[src/rtl/hif_pkg.sv]
package hif_pkg;
  localparam int unsigned DW       = 8;
  localparam int unsigned USER_W   = DW - 4;
  localparam int unsigned ST_OBF   = 0;
  localparam int unsigned ST_IBF   = 1;
  localparam int unsigned ST_F0    = 2;
  localparam int unsigned ST_F1    = 3;
  localparam int unsigned ST_USER  = 4;
endpackage

[src/rtl/hif_strobe.sv]
// Host select qualification and one-shot strobe edge detection.
module hif_strobe (
  input  logic clk,
  input  logic rst_n,
  input  logic cs_n,
  input  logic rd_n,
  input  logic wr_n,
  input  logic a0,
  input  logic dack_n,
  input  logic dma_en,
  output logic sel,
  output logic a0_eff,
  output logic dack_act,
  output logic rd_evt,
  output logic wr_evt,
  output logic rd_live
);
  logic rd_q, wr_q;

  always_comb begin
    dack_act = dma_en & ~dack_n;
    sel      = ~cs_n | dack_act;
    a0_eff   = dack_act ? 1'b0 : a0;
    rd_live  = sel & ~rd_n;
    rd_evt   = rd_live & rd_q;
    wr_evt   = sel & ~wr_n & wr_q;
  end

  // Remember previous strobe levels so a held strobe acts once.
  always_ff @(posedge clk or negedge rst_n) begin
    if (!rst_n) begin
      rd_q <= 1'b1;
      wr_q <= 1'b1;
    end else begin
      rd_q <= rd_n;
      wr_q <= wr_n;
    end
  end
endmodule

[src/rtl/hif_flags.sv]
// Data buffers and status flags.
module hif_flags
  import hif_pkg::*;
#(
  parameter int unsigned W  = DW,
  parameter int unsigned UW = USER_W
) (
  input  logic          clk,
  input  logic          rst_n,
  input  logic          wr_evt,
  input  logic          rd_evt,
  input  logic          a0_eff,
  input  logic [W-1:0]  hbus_in,
  input  logic          ibuf_ready,
  input  logic [W-1:0]  obuf_data,
  input  logic          obuf_valid,
  input  logic          stat_we,
  input  logic [UW-1:0] stat_wdata,
  input  logic          f0_toggle,
  output logic [W-1:0]  ibuf_q,
  output logic [W-1:0]  obuf_q,
  output logic          ibf,
  output logic          obf,
  output logic          f0,
  output logic          f1,
  output logic [UW-1:0] user_q
);
  logic obuf_take, ibuf_pop;

  assign obuf_take = obuf_valid & ~obf;
  assign ibuf_pop  = ibuf_ready & ibf;

  always_ff @(posedge clk or negedge rst_n) begin
    if (!rst_n) begin
      ibuf_q <= '0;
      ibf    <= 1'b0;
      f1     <= 1'b0;
    end else if (wr_evt) begin
      ibuf_q <= hbus_in;
      ibf    <= 1'b1;     // host write wins over a same-cycle pop
      f1     <= a0_eff;
    end else if (ibuf_pop) begin
      ibf    <= 1'b0;
    end
  end

  always_ff @(posedge clk or negedge rst_n) begin
    if (!rst_n) begin
      obuf_q <= '0;
      obf    <= 1'b0;
    end else if (obuf_take) begin
      obuf_q <= obuf_data;
      obf    <= 1'b1;
    end else if (rd_evt && !a0_eff) begin
      obf    <= 1'b0;
    end
  end

  always_ff @(posedge clk or negedge rst_n) begin
    if (!rst_n) begin
      f0     <= 1'b0;
      user_q <= '0;
    end else begin
      if (f0_toggle) f0 <= ~f0;
      if (stat_we)   user_q <= stat_wdata;
    end
  end
endmodule

[src/rtl/hif_dma.sv]
// DMA request flop: set by a local pulse, cleared by acknowledge.
module hif_dma (
  input  logic clk,
  input  logic rst_n,
  input  logic dma_en,
  input  logic dma_req_set,
  input  logic dack_act,
  output logic drq
);
  always_ff @(posedge clk or negedge rst_n) begin
    if (!rst_n)                     drq <= 1'b0;
    else if (dack_act || !dma_en)   drq <= 1'b0;
    else if (dma_req_set)           drq <= 1'b1;
  end
endmodule

[src/rtl/hif_buffer_ctrl.sv]
module hif_buffer_ctrl
  import hif_pkg::*;
#(
  parameter int unsigned W  = DW,
  localparam int unsigned UW = W - 4
) (
  input  logic          clk,
  input  logic          rst_n,
  input  logic          cs_n,
  input  logic          rd_n,
  input  logic          wr_n,
  input  logic          a0,
  input  logic [W-1:0]  hbus_in,
  output logic [W-1:0]  hbus_out,
  output logic          hbus_oe,
  output logic [W-1:0]  ibuf_data,
  output logic          ibuf_valid,
  input  logic          ibuf_ready,
  input  logic [W-1:0]  obuf_data,
  input  logic          obuf_valid,
  output logic          obuf_ready,
  input  logic          stat_we,
  input  logic [UW-1:0] stat_wdata,
  input  logic          f0_toggle,
  input  logic          irq_en,
  output logic          irq_obf,
  output logic          irq_ibf,
  input  logic          dma_en,
  input  logic          dma_req_set,
  output logic          drq,
  input  logic          dack_n
);
  logic sel, a0_eff, dack_act, rd_evt, wr_evt, rd_live;
  logic ibf, obf, f0, f1;
  logic [W-1:0]  ibuf_q, obuf_q, status;
  logic [UW-1:0] user_q;

  hif_strobe u_strobe (
    .clk, .rst_n, .cs_n, .rd_n, .wr_n, .a0, .dack_n, .dma_en,
    .sel, .a0_eff, .dack_act, .rd_evt, .wr_evt, .rd_live
  );

  hif_flags #(.W(W), .UW(UW)) u_flags (
    .clk, .rst_n, .wr_evt, .rd_evt, .a0_eff, .hbus_in, .ibuf_ready,
    .obuf_data, .obuf_valid, .stat_we, .stat_wdata, .f0_toggle,
    .ibuf_q, .obuf_q, .ibf, .obf, .f0, .f1, .user_q
  );

  hif_dma u_dma (
    .clk, .rst_n, .dma_en, .dma_req_set, .dack_act, .drq
  );

  always_comb begin
    status = '0;
    status[ST_OBF] = obf;
    status[ST_IBF] = ibf;
    status[ST_F0]  = f0;
    status[ST_F1]  = f1;
    status[W-1:ST_USER] = user_q;
  end

  assign hbus_oe    = rd_live;
  assign hbus_out   = rd_live ? (a0_eff ? status : obuf_q) : '0;
  assign ibuf_data  = ibuf_q;
  assign ibuf_valid = ibf;
  assign obuf_ready = ~obf;
  assign irq_obf    = irq_en & obf;
  assign irq_ibf    = irq_en & ibf;
endmodule

[config.mk]
export PLATFORM = sky130hd
export DESIGN_NAME = hif_buffer_ctrl
export DESIGN_NICKNAME = d
export VERILOG_FILES = /design/src/rtl/hif_pkg.sv /design/src/rtl/hif_strobe.sv /design/src/rtl/hif_flags.sv /design/src/rtl/hif_dma.sv /design/src/rtl/hif_buffer_ctrl.sv
export SDC_FILE = /design/constraint.sdc
export NUM_CORES = 1
export LEC_CHECK = 0
export BUFFER_PORTS_ARGS = -buffer_cell sky130_fd_sc_hd__buf_4
export CAP_MARGIN = 30
export CORE_UTILIZATION = 30
export CTS_CLUSTER_SIZE = 24
export DETAILED_ROUTE_END_ITERATION = 10
export HOLD_SLACK_MARGIN = 0.12
export PLACE_DENSITY = 0.67
export SKIP_LAST_GASP = 1
export SYNTH_ARGS = -nofsm -noshare
export SYNTH_HDL_FRONTEND = slang
export SYNTH_SLANG_ARGS = --single-unit
export TNS_END_PERCENT = 50
[constraint.sdc]
create_clock -name clk -period 2.21 [get_ports clk]
set_clock_uncertainty 0.1 [all_clocks]
set_input_delay 0.1105 -clock clk [delete_from_list [all_inputs] [get_ports clk]]
set_output_delay 0.1105 -clock clk [all_outputs]
set_load 0.01 [all_outputs]
==> metrics.txt <==
Core ar. between 0.003 and 0.004 mm^2; DR WL met2 roughly 1500 um; post-DP HPWL 2070 um; Arr. time, crit path around 2.1 ns; HP Start cs_n; clock tree buffer depth 2; DRC 0; slowest CP cell dlygate4sd3_1; H-Tree Depth 1; net count after synthesis around 130; P&R area growth vs syn 71.3%; yosys warns 0; hold crit path type in -> reg; CTS root buf clkbuf_8; die area 0.00422 mm^2; post-CTS sizing 0; vias per cell 4.52; RD Place Congestion between 0.7 and 0.8; critical path class in -> reg; Reg power frac approximately half; Clk pwr share a little over a fifth; Reg2Reg Setup Slack about 0.30 ns; FF-to-FF End u_flags.f1$_DFFE_PN0P_; first-pass GRT wire length around 5300 um; largest net degree at the start of global routing 28; Worst Max-Slew Pin Slew between 0.7 and 0.8 ns; PD cells between 600 and 700 mW/mm^2; cell taking the most area after synthesis dfrtp_1; Met3 Wirelength about 320 um; vias in the first global route 1145; Worst Path Max Fanout 10; max frequency slightly above 500 MHz; total grt overflow 0; num ports 56; Sw Share 26.8%; r2r worst-path depth 4; Max Cap Viol 0; initial antenna violation count 0; top area cells in the synthesized netlist dfrtp_1, mux2_2, dfstp_2; total wire length about 3200 um; Clock transition at path regs approximately 0.10 ns; Synth Instances 95; PortBufs between 50 and 60; final worst path period share between 80% and 90%; CTS tree built; final hold slack 0.138 ns; Worst Hold Path EP u_flags.ibf$_DFFE_PN0P_; switching power about 350 uW; Clk Latency, worst-skew pair ~0.27 ns; via count approximately 1.1k; setup TNS 0 ns; Required @ worst endpoint around 2.3 ns; Yosys top cell area share 52.6%; Final Max Slew Viols 0; clock sink count 27; reg-to-reg startpoint u_strobe.wr_q$_DFF_PN1_; VDD IR max roughly 0.43 mV; top sig layer met4; Comb power frac between 20% and 30%; Mean Syn Cell Area 12.5 um^2; Die X-Extent ~65 um; Static Leak approximately 0.00095 uW; DR iter-0 viols 19; Die Y approximately 65 um; flop and latch count out of synthesis 27; max incr delay on CP approximately 0.56 ns; relative slew slack 52.1%; Core Rows 22; wire per inst roughly 14 um; drt pass-1 iters 4; Synth Cell Area roughly 0.0012 mm^2; Worst Setup SP wr_n; critical path endpoint category register; CP Cell Sequence dlygate4sd3_1 -> buf_4 -> nand2b_1 -> a21oi_4 -> mux2i_1 -> dlygate4sd3_1; minimum clock period just under 2 ns; CTS Buf Count 3; diode count 0; layout cell share with drive strength beyond 1 approximately 45%; status finished, final reports clean; cell depth of the worst hold path 3; final setup violation count 0; DRT antenna net count 0; GR Util All Layers between 10% and 20%; register area share after synthesis a little under three fifths; Post-CTS Hold Buffers 35; initial core utilization 31.8%; Cell variety after synth 22; startpoint types input port; most frequent CP cell dlygate4sd3_1; nets between 200 and 250; Fill cells 325; final hold violations 0; # Post-CTS Setup Buffers 0; Pwr Total 1320 uW; Pint 968 uW; unrepaired setup endpoints after global routing no; WL met1 ~1300 um
==> worst max-delay path by stage <==
stage,endpoint,slack [ns],depth (start not counted)
finish,u_flags.f1$_DFFE_PN0P_,0.25,6
CTS,u_flags.f1$_DFFE_PN0P_,0.29,6
floorplan,u_flags.ibuf_q[0]$_DFFE_PN0P_,0.80,3
global placement,u_flags.obuf_q[7]$_DFFE_PN0P_,0.68,2
detailed placement,u_flags.obuf_q[1]$_DFFE_PN0P_,0.59,2
global route,u_flags.f1$_DFFE_PN0P_,0.19,6
==> metal layers <==
| layer | track usage [%] | vias up |
|---|---|---|
| met5 | 0 | - |
| met4 | 4.17 | 0 |
| met3 | 5.63 | 2 |
| met2 | 28.5 | 44 |
| met1 | 19.4 | 492 |
| li1 | - | 515 |
==> placed cells by master, fill, tap and decap left out, types with 2 or more instances in the layout <==
cell type / n
dfstp_2: 2
a21oi_1: 8
nor2b_1: 2
and2_1: 2
dlygate4sd3_1: 35
clkbuf_8: 3
mux2_2: 20
dfrtp_1: 25
a21o_1: 2
o21ai_0: 8
buf_4: 55
inv_1: 5
nand3_1: 8
==> area by class of cell <==
type                       count  area, um^2  share of cell area [%]
clock buffer                   3        41.3                    2.03
clock inverter                 1        7.51                   0.369
inverter                       5        18.8                   0.922
multi-input combinational     59         467                    22.9
sequential                    27         678                    33.3
tap                           48        60.1                    2.95
timing repair buffer          90         763                    37.5
==> sequential cells by signal, indices dropped and copies added, names as in the netlist <==
name            count
u_flags.ibf         1
u_flags.ibuf_q      8
u_flags.f0          1
u_flags.obuf_q      8
u_strobe.rd_q       1
u_flags.obf         1
u_flags.f1          1
u_flags.user_q      4
u_dma.drq           1
u_strobe.wr_q       1
==> synthesized netlist by cell type <==
master	instances
a21o_1	2
a21oi_1	8
a21oi_4	1
a41oi_1	1
and2_1	2
buf_2	2
buf_6	1
clkbuf_1	1
dfrtp_1	25
dfstp_2	2
inv_1	5
mux2_2	20
mux2i_1	1
nand2_1	1
nand2b_1	1
nand2b_4	1
nand3_1	8
nor2_1	1
nor2b_1	2
o211a_1	1
o21ai_0	8
xor2_1	1
==> power by group through the flow <==
stage               logic, uW  registers (uW)  clock network, uW
finish                    392             650                280
global route              427             665                312
CTS                       390             651                297
detailed placement        331             661                  0
global placement          321             659                  0
floorplan                 157             662                  0
==> cells by family (layout without fill, tap and decap cells) <==
group	after synthesis	count (layout)	synth area share, %
XOR/XNOR	1	1	0.737
buffers and inverters	9	99	3.68
flip-flops	27	27	57.1
AO/OA/AOI/OAI	21	21	10.9
multiplexers	21	21	19.8
AND/OR/NAND/NOR	16	16	7.79
==> critical path: cells and delay by family <==
kind | cells | cell delay, ns
buffers and inverters | 3 | 1.22
AO/OA/AOI/OAI | 1 | 0.33
multiplexers | 1 | 0.25
AND/OR/NAND/NOR | 1 | 0.16
==> metrics by stage <==
step           cells  cell area [um^2]  setup slack, ns  util [%]
2_1_floorplan     95              1190            0.804         -
3_3_place_gp     194              1640            0.684      43.7
3_5_place_dp     194              1640            0.594      43.7
4_1_cts          233              2040            0.293      54.4
5_1_grt          233              2040            0.192      54.4
6_report         233              2040            0.246      54.4
Note: power is estimated with default switching activity, not from simulation.
